## config.mk

```make
export PLATFORM = sky130hd
export DESIGN_NAME = mdix_resolver
export DESIGN_NICKNAME = d
export VERILOG_FILES = /design/src/rtl/mdix_pkg.sv /design/src/rtl/mdix_lfsr.sv /design/src/rtl/mdix_window.sv /design/src/rtl/mdix_ctrl_fsm.sv /design/src/rtl/mdix_resolver.sv
export SDC_FILE = /design/constraint.sdc
export NUM_CORES = 1
export LEC_CHECK = 0
export ABC_AREA = 1
export CAP_MARGIN = 20
export CORE_MARGIN = 2
export CORE_UTILIZATION = 40
export CTS_BUF_LIST = sky130_fd_sc_hd__clkbuf_8
export DETAILED_ROUTE_END_ITERATION = 16
export GPL_ROUTABILITY_DRIVEN = 1
export PLACE_DENSITY = 0.64
export SYNTH_ARGS = -nofsm -noshare
export SYNTH_HDL_FRONTEND = slang
export SYNTH_SLANG_ARGS = --single-unit
```

## constraint.sdc

```tcl
create_clock -name clk -period 1.5 [get_ports clk]
set_input_delay 0.3 -clock clk [delete_from_list [all_inputs] [get_ports clk]]
set_output_delay 0.3 -clock clk [all_outputs]
set_load 0.05 [all_outputs]
```

## src/rtl/mdix_pkg.sv

```systemverilog
// Package: shared types for the crossover resolver.
// Assumes: nothing beyond IEEE 1800-2017.
package mdix_pkg;

    // Controller phases: disabled, hunting within a window, settled.
    typedef enum logic [1:0] {
        ST_OFF    = 2'd0,
        ST_LISTEN = 2'd1,
        ST_LOCKED = 2'd2
    } mdix_state_e;

endpackage

```

## src/rtl/mdix_lfsr.sv

```systemverilog
// Module: mdix_lfsr
// Pseudo-random bit source. This is a Fibonacci shift register that moves
// one place left on each step and shifts in the XOR of two tap bits. The
// bit about to be shifted in is offered combinationally as the decision.
// Assumes: TAP_A and TAP_B lie within 1..W and SEED is nonzero.
module mdix_lfsr #(
    parameter int W            = 11,
    parameter int TAP_A        = 11,
    parameter int TAP_B        = 9,
    parameter logic [W-1:0] SEED = 1
) (
    input  logic clk,
    input  logic rst_n,
    input  logic step,
    output logic next_bit
);
    logic [W-1:0] q;

    // Feedback bit that the next step will shift in.
    always_comb next_bit = q[TAP_A-1] ^ q[TAP_B-1];

    // Reload the seed on reset; otherwise shift when stepped.
    always_ff @(posedge clk) begin
        if (!rst_n)    q <= SEED;
        else if (step) q <= {q[W-2:0], next_bit};
    end
endmodule

```

## src/rtl/mdix_window.sv

```systemverilog
// Module: mdix_window
// Listening window timer. It counts accepted millisecond ticks and flags
// the tick that completes the window, then wraps to zero for the next one.
// Assumes: WINDOW_MS >= 2; advance is already qualified by the caller.
module mdix_window #(
    parameter int WINDOW_MS = 60,
    localparam int CNT_W    = (WINDOW_MS > 2) ? $clog2(WINDOW_MS) : 1
) (
    input  logic clk,
    input  logic rst_n,
    input  logic clear,
    input  logic advance,
    output logic expire
);
    localparam logic [CNT_W-1:0] LAST = CNT_W'(WINDOW_MS - 1);

    logic [CNT_W-1:0] count;

    // The final accepted tick of the window.
    always_comb expire = advance && (count == LAST);

    // Count ticks; restart on clear or at window end.
    always_ff @(posedge clk) begin
        if (!rst_n || clear)  count <= '0;
        else if (expire)      count <= '0;
        else if (advance)     count <= count + 1'b1;
    end
endmodule

```

## src/rtl/mdix_ctrl_fsm.sv

```systemverilog
// Module: mdix_ctrl_fsm
// Phase controller and pair-select register. Enable low overrides all
// inputs, busy freezes everything, detect locks, and loss of detect
// returns to hunting at the straight setting.
// Assumes: expire is only asserted while listening and not busy.
module mdix_ctrl_fsm
    import mdix_pkg::*;
(
    input  logic        clk,
    input  logic        rst_n,
    input  logic        enable,
    input  logic        pulse_busy,
    input  logic        link_detect,
    input  logic        expire,
    input  logic        flip_bit,
    output mdix_state_e st,
    output logic        sel
);
    // Phase and select update, priority: reset, enable, busy, phase logic.
    always_ff @(posedge clk) begin
        if (!rst_n || !enable) begin
            st  <= ST_OFF;
            sel <= 1'b0;
        end else if (!pulse_busy) begin
            case (st)
                ST_OFF: begin
                    st  <= ST_LISTEN;
                    sel <= 1'b0;
                end
                ST_LISTEN: begin
                    if (link_detect)  st  <= ST_LOCKED;
                    else if (expire)  sel <= sel ^ flip_bit;
                end
                ST_LOCKED: begin
                    if (!link_detect) begin
                        st  <= ST_LISTEN;
                        sel <= 1'b0;
                    end
                end
                default: begin
                    st  <= ST_OFF;
                    sel <= 1'b0;
                end
            endcase
        end
    end
endmodule

```

## src/rtl/mdix_resolver.sv

```systemverilog
// Module: mdix_resolver (top)
// Chooses straight or crossed pair assignment before auto-negotiation.
// It ties the window timer, the pseudo-random source and the phase
// controller together.
// Assumes: ms_tick is a one-cycle pulse; all inputs are synchronous.
module mdix_resolver
    import mdix_pkg::*;
#(
    parameter int WINDOW_MS = 60,
    parameter int LFSR_W    = 11,
    parameter int TAP_A     = 11,
    parameter int TAP_B     = 9,
    parameter logic [LFSR_W-1:0] SEED = 1
) (
    input  logic clk,
    input  logic rst_n,
    input  logic enable,
    input  logic ms_tick,
    input  logic link_detect,
    input  logic pulse_busy,
    output logic mdix_sel,
    output logic resolved
);
    mdix_state_e st;
    logic        listening;
    logic        advance;
    logic        clear;
    logic        expire;
    logic        flip_bit;

    // Qualify ticks: only count while hunting, not frozen, nothing seen.
    always_comb begin
        listening = (st == ST_LISTEN);
        advance   = enable && !pulse_busy && listening && ms_tick && !link_detect;
        clear     = !enable || (!pulse_busy && !listening);
    end

    mdix_window #(.WINDOW_MS(WINDOW_MS)) u_window (
        .clk     (clk),
        .rst_n   (rst_n),
        .clear   (clear),
        .advance (advance),
        .expire  (expire)
    );

    mdix_lfsr #(.W(LFSR_W), .TAP_A(TAP_A), .TAP_B(TAP_B), .SEED(SEED)) u_lfsr (
        .clk      (clk),
        .rst_n    (rst_n),
        .step     (expire),
        .next_bit (flip_bit)
    );

    mdix_ctrl_fsm u_fsm (
        .clk         (clk),
        .rst_n       (rst_n),
        .enable      (enable),
        .pulse_busy  (pulse_busy),
        .link_detect (link_detect),
        .expire      (expire),
        .flip_bit    (flip_bit),
        .st          (st),
        .sel         (mdix_sel)
    );

    // Settled flag straight from the registered phase.
    always_comb resolved = (st == ST_LOCKED);
endmodule

```

==> metrics.md, run 1 <==
| Metric | Value |
|---|---|
| Worst flop-to-flop path endpoint | u_lfsr.q[9] |
| Ports | 8 |
| GR Overflow Total | 0 |
| Async set-or-reset flop fraction in the synthesized netlist | 0 |
| EDFF count, synth | 0 |
| Routed wire length | 1.761 mm |
| Arrival time reported for the critical path endpoint | 1.56 ns |
| Number of synthesized register bits | 20 |
| CTS tree | done |
| Buffers & Inverters on Critical Path | 3 |
| Post-synthesis to final-layout area growth | 23.13% |
| Worst-case vdd ir drop | 0.8548 mV |
| Core footprint | 0.002191 mm2 |
| Placed inst area | 0.001056 mm2 |
| Layout Utilization | 0.5168 |
| Final standard cell area without fillers | 0.001132 mm2 |
| DRC errors left | 0 |
| Power Dens Cells | 1006 mW/mm2 |
| Critical Path Sink Type | register |
| Y dimension of the die | 51.95 um |
| Distinct cell type count of the synthesized netlist | 19 |
| Slowest cell on crit path | clkdlybuf4s50_1 |
| Max-cap violations | 0 |
| R2r setup slk | 0.15 ns |
| Number of antenna violations at the first check in global routing | 0 |
| Total number of placement rows | 17 |
| Clk Latency, worst-skew pair | 0.26 ns |
| Layout cell share with drive strength beyond 1 | 0.1268 |
| First-pass iteration count of the detailed router | 4 |
| Routed WL per cell | 10.36 um |
| Number of global-route vias before repair | 713 |
| Run status | complete, no violations |
| Count of input and output buffers | 7 |
| Pin count of the biggest net entering global routing | 14 |
| Number of buffers inserted to repair setup after CTS | 0 |
| Leading post-synthesis cells by instance count | 26 x nor2_1, 22 x nand2_1, 20 x dfxtp_1 |
| Sum of net half-perimeters after detailed placement | 1.313 mm |
| Initial core utilization | 0.4198 |
| Leakage power | 0.4821 nW |
| Number of buffers inserted during clock tree synthesis | 3 |
| Clock root buffer master | clkbuf_8 |
| Initial detailed-routing violation count | 8 |
| Global-route wire length before repair | 3.049 mm |
| Count of nets left with antenna violations after detail routing | 0 |
| Syn. warnings | 0 |
| Seq/Total Area, Yosys | 0.4354 |
| Share of the synthesized area in the top cell type | 0.4354 |
| Final hold vios | 0 |
| Setup clock skew after layout | 0.002977 ns |
| Cell count of the worst hold path | 2 |
| Final Cycle Share | 0.9097 |
| Mapped Cells | 129 |
| Average instance area after synthesis | 7.129 um2 |
| Setup repair after global routing missed its margin | no |
| Worst Hold Class | reg2reg |
| Hold EP | u_lfsr.q[0] |
| Via-per-instance ratio | 4.706 |
| Crit-path cells | clkdlybuf4s50_1, nand3_1, nor2_4, buf_4, nand3_1, nand2_1, inv_1, nor2_1 |
| CP max FO | 12 |
| Final Slew Violations | 0 |
| Cell count of the worst reg-to-reg path | 7 |
| Most area-consuming cells after synthesis | dfxtp_1 44%, nor2_1 11%, nand2_1 9.0%, inv_1 6.9%, nand3_1 5.4% |
| CP peak stage delay | 0.47 ns |
| Family of cells with the greatest summed delay on the critical path | buffers and inverters |
| HP Start | u_lfsr.q[0] |
| DIE AREA | 0.002699 mm2 |
| Cell mode on critical path | nand3_1 |
| Crit Reg-Reg Startpoint | u_window.count[0] |
| Post-synthesis instance area | 919.6 um2 |
| Final #Nets | 150 |
| CTS Sinks | 20 |
| Total number of H-tree levels | 1 |
| Final weighted congestion in routability-driven placement | 0.7866 |
| Crit path required time | 1.70 ns |
| Post-Synthesis Net Count | 136 |
| Minimum period implied by the final worst setup slack | 1.365 ns |
| Top-count cell post-synth | nor2_1 |
| Nature of the critical path startpoint | primary input |
| Transition time of the tightest slew-check pin | 0.1969 ns |
| Max-slew headroom at the worst pin | 0.8684 |
| Cell type with the highest aggregate area in the netlist | dfxtp_1 |
| Critical path class | in2reg |
| Worst-case clock buffer depth | 2 |
| Primary FF master, synth | dfxtp_1 |
| Total routing usage reported by global routing | 0.1562 |
| Clock transition at the registers of the reported paths | 0.07 ns |
| Final-report setup violation count | 0 |
| Ant diodes | 0 |
| Horizontal extent of the die | 51.95 um |
| Peak clock frequency supported by timing | 732.9 MHz |
| Vias | 800 |
-- cells in the final DEF, fill, tap and decap left out, drive strengths merged --
master,Yosys,routed
xnor2,2,2
o21ai,11,11
a21oi,8,8
bufinv,0,1
ha,1,1
buf,2,7
nor2,28,28
clkbuf,1,3
nand2,24,24
clkdlybuf4s50,0,5
clkinv,1,1
dfxtp,20,20
nand3,11,11
inv,17,17
o21a,1,1
nand4,2,2
-- stage by stage --
stage	std cells	setup TNS, ns	hold WS (ns)	power, W	setup WS, ns
after floorplan	129	0	0.4293	0.0005830	0.1586
after global placement	166	-1.668	0.4541	0.0006107	-0.1346
after detailed placement	166	-2.705	0.4596	0.0006117	-0.2005
after CTS	170	0	0.4820	0.001151	0.04313
after global routing	170	0	0.5004	0.001182	0.02179
final	170	0	0.4737	0.001140	0.1355
-- final cells by class --
class,count,area (um2)
multi-input cells,88,429.2
flip-flops and latches,20,400.4
fillers,221,1059
repair buffers,12,127.6
inverters,18,68.82
well taps,28,35.03
clock inverters,1,30.03
clock buffers,3,41.29
-- worst max-delay path by stage --
stage                            startpoint      endpoint  slack [ns]  cells past startpoint
final                                enable     u_fsm.sel        0.14                      8
after floorplan                 u_fsm.st[1]      resolved        0.16                      2
after global routing      u_window.count[0]  u_lfsr.q[10]        0.02                      7
after detailed placement        link_detect   u_lfsr.q[9]       -0.20                      8
after global placement          link_detect   u_lfsr.q[1]       -0.13                      8
after CTS                 u_window.count[0]   u_lfsr.q[9]        0.04                      7
-- routing by layer --
metal	wire, um	global-route usage
met4	26	0.07895
met1	833	0.1893
met5	0	0
met3	38	0.05172
met2	862	0.2447
-- worst register-to-register path: stages (launching register included) --
cell	delay [ns]
dfxtp_1	0.35
ha_1	0.23
nand3_1	0.13
nor2_4	0.06
nand2_4	0.14
clkinv_2	0.16
nor2_1	0.13
nor2_1	0.06
-- kinds of logic after synthesis --
logic type,Yosys count,share of synthesized area
AND/OR/NAND/NOR,65,0.3129
buffers and inverters,21,0.1034
AO/OA/AOI/OAI,20,0.1157
flip-flops,20,0.4354
XOR/XNOR,2,0.01905
adder cells (fa/ha/maj),1,0.01360
-- what timing repair did --
item / 4_1_cts / 5_1_grt
resized for setup: 0 / 1
endpoints found under the setup margin: 0 / 14
hold buffers: 0 / 0
-- power by group --
group          switching, W  internal (W)
sequential       0.00000275      0.000533
clock              0.000184      0.000356
combinational     0.0000330     0.0000306
total              0.000220      0.000920
-- registers in the layout, indices dropped and copies added, names as in the netlist --
register        cells
u_window.count      6
u_lfsr.q           11
u_fsm.st            2
u_fsm.sel           1
Power figures use the tool's default switching activity.
==> run 2, diff against run 1 <==
SYNTH_HIERARCHICAL = 1   (was default)
==> run 2 against run 1 <==
Net effect: first-iteration DRC count up 25%; cell count up 12%; sequential power about the same; synthesized cell count up 7.8%; global-route usage up 0.37 points; power down 10%; combinational power up 29%; worst setup slack worse by 0.033 ns; hold slack worse by 0.011 ns; sequential share of layout area down 2.7 points; core utilization up 3.7 points; critical endpoint is now resolved; largest cell class unchanged.
==> metrics.md, run 2 <==
| Metric | Value |
|---|---|
| Run status | complete, no violations |
| Post-Synthesis Net Count | 146 |
| Crit path required time | 1.20 ns |
| Most frequent standard cell in the layout excluding fill and tap cells | nor2_1 |
| DIE AREA | 0.002739 mm2 |
| Minimum setup slack in the final design | 0.1028 ns |
| Most frequent cells in the layout | 30 x nor2_1, 25 x nand2_1, 20 x dfxtp_1 |
| Count of input and output buffers | 7 |
| Final hold vios | 0 |
| Primary FF master, synth | dfxtp_1 |
| Ant diodes | 0 |
| Largest register FFs | 11 |
| Area share of fa/ha/maj cells after synthesis | 0.01339 |
| Pin count of the biggest net entering global routing | 12 |
| EDFF count, synth | 0 |
| Post-synthesis instance area | 934.6 um2 |
| Ports | 8 |
| HP Start | u_window/count[5] |
| Arrival time reported for the critical path endpoint | 1.10 ns |
| Clock root buffer master | clkbuf_8 |
| Parity-gate share of the synthesized area counting xor and xnor cells | 0.009371 |
| Clock transition at the registers of the reported paths | 0.08 ns |
| Number of synthesized register bits | 20 |
| Max-slew headroom at the worst pin | 0.8604 |
| Most area-consuming cells after synthesis | dfxtp_1 43%, nor2_1 13%, nand2_1 11%, inv_1 8.0%, o21ai_1 5.4% |
| Synthesized-area fraction occupied by ao, oa, aoi and oai cells | 0.1124 |
| Critical path class | reg2out |
| Setup clock skew after layout | 0.006958 ns |
| CP peak stage delay | 0.33 ns |
| Total number of placement rows | 17 |
| CTS Sinks | 20 |
| Clk Latency, worst-skew pair | 0.26 ns |
| Top-count cell post-synth | nor2_1 |
| Multi-input gate area in the final layout | 452.9 um2 |
| R2r setup slk | 0.12 ns |
| Simple logic cell fraction of the synthesized area | 0.3119 |
| Largest register by flop count | u_lfsr/q |
| First-pass iteration count of the detailed router | 6 |
| Worst-case vdd ir drop | 0.6915 mV |
| CTS tree | done |
| Average instance area after synthesis | 6.724 um2 |
| Post-synthesis to final-layout area growth | 31.19% |
| GR Overflow Total | 0 |
| CP max FO | 5 |
| Slowest cell on crit path | dfxtp_1 |
| DRC errors left | 0 |
| Power Dens Cells | 835.0 mW/mm2 |
| Worst setup timing slack at the placement stage | -0.4265 ns |
| Seq/Total Area, Yosys | 0.4284 |
| Crit Reg-Reg Startpoint | u_fsm/st[1] |
| Initial detailed-routing violation count | 10 |
| Async set-or-reset flop fraction in the synthesized netlist | 0 |
| Number of fill cells in the layout | 214 |
| Peak clock frequency supported by timing | 715.7 MHz |
| Count of nets left with antenna violations after detail routing | 0 |
| Final-report setup violation count | 0 |
| Sum of net half-perimeters after detailed placement | 1.301 mm |
| Leading post-synthesis cells by instance count | 32 x nor2_1, 27 x nand2_1, 20 x dfxtp_1, 20 x inv_1, 10 x o21ai_1 |
| Hold EP | u_window/count[5] |
| Initial core utilization | 0.4225 |
| Horizontal extent of the die | 52.34 um |
| Cell type with the highest aggregate area in the netlist | dfxtp_1 |
| Mux cell area share after synthesis | 0 |
| Global-route wire length before repair | 3.201 mm |
| Number of non-filler instances in the completed layout | 190 |
| Number of global-route vias before repair | 788 |
| Main combinational cell family by area after synthesis | simple AND/OR/NAND/NOR gates |
| Post-cts hold buffer count | 0 |
| Vias | 850 |
| Leakage power | 0.5760 nW |
| Total routing usage reported by global routing | 0.1599 |
| Largest registers ranked by flip-flop count | u_lfsr/q: 11 flops, u_window/count: 6 flops, u_fsm/st: 2 flops |
| Number of cells after detailed placement | 184 |
| Distinct cell type count of the synthesized netlist | 17 |
| Transition time of the tightest slew-check pin | 0.2087 ns |
| Final weighted congestion in routability-driven placement | 0.7708 |
| Worst flop-to-flop path endpoint | u_fsm/sel |
| Routed wire length | 1.795 mm |
| Number of buffers inserted during clock tree synthesis | 3 |
| Sequential cell area | 400.4 um2 |
| Final Slew Violations | 0 |
| Minimum period implied by the final worst setup slack | 1.397 ns |
| Total number of H-tree levels | 1 |
| Max-cap violations | 0 |
| Syn. warnings | 6 |
| Layout cell share with drive strength beyond 1 | 0.2160 |
| Share of the synthesized area in the top cell type | 0.4284 |
| Cell count of the worst reg-to-reg path | 13 |
| Via-per-instance ratio | 4.474 |
| Mapped Cells | 139 |
| Crit-path cells | buf_4, nor2_1, buf_12 |
| Y dimension of the die | 52.34 um |
| Routed WL per cell | 9.447 um |
| Final #Nets | 170 |
| Cell count of the worst hold path | 2 |
| Layout Utilization | 0.5543 |
| Worst-case clock buffer depth | 2 |
| Core footprint | 0.002212 mm2 |
| Critical Path Sink Type | primary output |
| Final Cycle Share | 0.9315 |
| Number of antenna violations at the first check in global routing | 0 |
| Worst Hold Class | reg2reg |
| Nature of the critical path startpoint | register |
==> run 2: changes by cell type after synthesis, sizes merged, moves of 2 or more <==
cell and change:
nand2 +4, nand3 -2, nand4 -2, o21ai +2
a21oi -3, nor2 +6, inv +5
==> run 2: routing by layer <==
| metal | part of all wire | track usage |
|---|---|---|
| met1 | 0.47 | 0.1826 |
| met2 | 0.50 | 0.2792 |
| met4 | 0.0078 | 0.05128 |
| met5 | 0 | 0 |
| met3 | 0.026 | 0.05143 |
==> run 2: power by group <==
part           internal [W]   total, W  leakage (nW)  switching, W
logic             0.0000385  0.0000820         0.386     0.0000434
registers          0.000534   0.000537         0.161    0.00000334
clock network      0.000233   0.000405        0.0288      0.000171
==> run 2: per-stage QoR <==
step / total power [W] / hold slack [ns] / setup TNS, ns / cell area (um2)
after floorplan: 0.0005889 / 0.4388 / 0 / 937.1
after global routing: 0.001079 / 0.5076 / -0.03539 / 1226
after CTS: 0.001043 / 0.4635 / 0 / 1201
after detailed placement: 0.0006314 / 0.4514 / -5.575 / 1126
after global placement: 0.0006304 / 0.4511 / -4.147 / 1126
final: 0.001024 / 0.4627 / 0 / 1226
==> run 2: what timing repair did <==
item,in CTS,in global routing
pin swaps,6,2
setup endpoints to repair,12,12
resized for setup,10,5
buffers inserted,1,1
hold endpoints to repair,0,0
==> run 2: cells by family after synthesis <==
logic type                 Yosys count
DFF                                 20
xor gates and xnor gates             1
AOI/OAI and AO/OA                   20
adders and majority gates            1
and+or+nand+nor                     72
buffers and inverters               25
==> run 2: worst max-delay path by stage <==
stage / startpoint / to / cells past startpoint
2_1_floorplan: u_fsm/st[0] / u_fsm/sel / 11
6_report: u_fsm/st[0] / resolved / 3
3_5_place_dp: enable / u_fsm/sel / 12
4_1_cts: u_fsm/st[1] / u_fsm/sel / 13
5_1_grt: u_fsm/st[1] / u_fsm/sel / 13
3_3_place_gp: enable / u_fsm/sel / 12
==> run 2: cell type report <==
type                            count  area share
Multi-Input combinational cell     94      0.3694
Clock buffer                        4     0.04490
Timing Repair Buffer               22      0.1612
Inverter                           22     0.06939
Tap cell                           28     0.02857
Sequential cell                    20      0.3265
==> run 2: worst max-delay path, delay by kind of cell (launching register included) <==
kind,cells,cell delay [ns]
buffers and inverters,2,0.32
DFF,1,0.33
and+or+nand+nor,1,0.19
==> run 3, diff against run 2 <==
CTS_BUF_LIST = sky130_fd_sc_hd__clkbuf_2 sky130_fd_sc_hd__clkbuf_4 sky130_fd_sc_hd__clkbuf_8   (was sky130_fd_sc_hd__clkbuf_8)
clock period = 1.6 ns   (was 1.5 ns; I/O delays follow)
==> run 3 against run 2 <==
Net effect: die area unchanged; wire length down 4.7%; global-route usage decreased by 1.7 points; core utilization shrank 2.4 points; critical path depth increased by 10; largest power group unchanged; hold slack got worse by 0.023 ns; via count grew 1.1%; design area is 4.3% lower; count of clock-buffer cells in the layout is the same; worst setup slack lost 0.045 ns; clock skew rose by 0.0013 ns.
==> metrics.md, run 3 (synthesis gave the netlist of run 2 again) <==
| Metric | Value |
|---|---|
| Crit path required time | 1.85 ns |
| Initial core utilization | 0.4225 |
| Critical path class | in2reg |
| Layout cell share with drive strength beyond 1 | 0.1772 |
| Nature of the critical path startpoint | primary input |
| Critical Path Sink Type | register |
| Arrival time reported for the critical path endpoint | 1.79 ns |
| Fin Setup TNS | 0 ns |
| Most frequent cells in the layout | 30 x nor2_1, 26 x nand2_1, 20 x dfxtp_1 |
| Total routing usage reported by global routing | 0.1427 |
| Sequential cell area | 400.4 um2 |
| Final weighted congestion in routability-driven placement | 0.7534 |
| Max-cap violations | 0 |
| Slowest cell on crit path | clkdlybuf4s50_1 |
| Final standard cell area without fillers | 0.001174 mm2 |
| Power Dens Cells | 743.1 mW/mm2 |
| Largest register by flop count | u_lfsr/q |
| Total number of H-tree levels | 1 |
| Routed WL per cell | 9.194 um |
| Post-synthesis to final-layout area growth | 25.57% |
| Final #Nets | 166 |
| CTS tree | done |
| DIE AREA | 0.002739 mm2 |
| Number of stages on the worst setup path | 13 |
| Number of antenna violations at the first check in global routing | 0 |
| DRC errors left | 0 |
| Peak clock frequency supported by timing | 648.4 MHz |
| Sum of net half-perimeters after detailed placement | 1.226 mm |
| Largest registers ranked by flip-flop count | u_lfsr/q: 11 flops, u_window/count: 6 flops, u_fsm/st: 2 flops |
| Post-cts hold buffer count | 0 |
| Routed wire length | 1.710 mm |
| Post-layout power | 0.0008721 W |
| Ports | 8 |
| Via-per-instance ratio | 4.618 |
| Run status | complete, no violations |
| Worst Hold Class | in2reg |
| Count of nets left with antenna violations after detail routing | 0 |
| Worst-case vdd ir drop | 0.4401 mV |
| CTS Sinks | 20 |
| Total number of placement rows | 17 |
| Clock transition at the registers of the reported paths | 0.11 ns |
| Buffers & Inverters on Critical Path | 2 |
| Worst flop-to-flop path endpoint | u_fsm/sel |
| First-pass iteration count of the detailed router | 4 |
| Number of fill cells in the layout | 228 |
| Worst-case clock buffer depth | 2 |
| Initial detailed-routing violation count | 24 |
| Hold EP | u_fsm/sel |
| Cell count of the worst hold path | 5 |
| Core footprint | 0.002212 mm2 |
| Leakage power | 0.5566 nW |
| Final Cycle Share | 0.9640 |
| Pin count of the biggest net entering global routing | 12 |
| Most frequent standard cell in the layout excluding fill and tap cells | nor2_1 |
| Global-route wire length before repair | 2.856 mm |
| Ant diodes | 0 |
| Largest register FFs | 11 |
| Number of buffers inserted during clock tree synthesis | 3 |
| CP max FO | 4 |
| Setup repair after global routing missed its margin | yes |
| Cell count of the worst reg-to-reg path | 13 |
| Max-slew headroom at the worst pin | 0.8606 |
| Family of cells with the greatest summed delay on the critical path | simple AND/OR/NAND/NOR gates |
| Y dimension of the die | 52.34 um |
| Minimum setup slack in the final design | 0.05767 ns |
| Clock root buffer master | clkbuf_4 |
| Count of input and output buffers | 7 |
| Minimum period implied by the final worst setup slack | 1.542 ns |
| Placed inst area | 0.001094 mm2 |
| HP Start | pulse_busy |
| Clk Latency, worst-skew pair | 0.30 ns |
| Setup clock skew after layout | 0.008271 ns |
| Crit Reg-Reg Startpoint | u_fsm/st[1] |
| R2r setup slk | 0.11 ns |
| Multi-input gate area in the final layout | 439.2 um2 |
| Vias | 859 |
| Crit-path cells | clkdlybuf4s50_1, nand3_1, nor2_2, nand2_1, nor2_2, nand2_2, inv_4, nand2_1, nand2_1, nand3_2, nand2_1, nand2_1, nor2_1 |
| Number of global-route vias before repair | 737 |
| Cell mode on critical path | nand2_1 |
| GR Overflow Total | 0 |
| Final-report setup violation count | 0 |
| Horizontal extent of the die | 52.34 um |
| Transition time of the tightest slew-check pin | 0.2085 ns |
| Final Slew Violations | 0 |
| Final hold vios | 0 |
| CP peak stage delay | 0.48 ns |
| Worst setup timing slack at the placement stage | -0.3199 ns |
## run 3: worst max-delay path by stage
stage / startpoint / endpoint / slack [ns]
floorplan: u_fsm/st[0] / u_fsm/sel / 0.06
global placement: link_detect / u_fsm/sel / -0.28
detailed placement: link_detect / u_fsm/sel / -0.32
CTS: link_detect / u_fsm/sel / 0.02
global route: ms_tick / u_fsm/sel / -0.05
finish: enable / u_fsm/sel / 0.06
## run 3: area by class of cell
type | count | area share
clock buffer | 4 | 0.03092
tap | 28 | 0.02985
inverter | 22 | 0.07249
timing repair buffer | 18 | 0.1514
multi-input combinational | 94 | 0.3742
sequential | 20 | 0.3412
## run 3: power by group
group / leakage, nW / internal, W / total [W] / switching (W)
Sequential: 0.161 / 0.000501 / 0.000504 / 0.00000345
Clock: 0.0210 / 0.000139 / 0.000297 / 0.000158
Combinational: 0.374 / 0.0000337 / 0.0000709 / 0.0000372
Total: 0.557 / 0.000673 / 0.000872 / 0.000199
## run 3: routing by layer
layer | GRT usage | vias to the layer above | wire [um]
met4 | 0.07692 | 0 | 27
met1 | 0.1762 | 373 | 814
met5 | 0 | - | 0
met2 | 0.2271 | 17 | 809
li1 | - | 465 | -
met3 | 0.03429 | 4 | 59
## run 3: what timing repair did
item	4_1_cts	5_1_grt
setup buffers	0	2
endpoints found under the setup margin	1	12
pin swaps	0	5
resized for setup	1	9
## run 3: worst min-delay path, stage by stage
cell and delay (ns):
dlymetal6s2s_1 0.11, inv_1 0.08, nand3_2 0.08, nor2_1 0.04
nor2_1 0.08
## run 3: per-stage QoR
stage	util	instances	hold slack (ns)
6_report	0.5305	186	0.4396
3_3_place_gp	0.4943	180	0.4467
4_1_cts	0.5107	184	0.4797
5_1_grt	0.5305	186	0.4498
3_5_place_dp	0.4943	180	0.4611
2_1_floorplan	-	139	0.4388
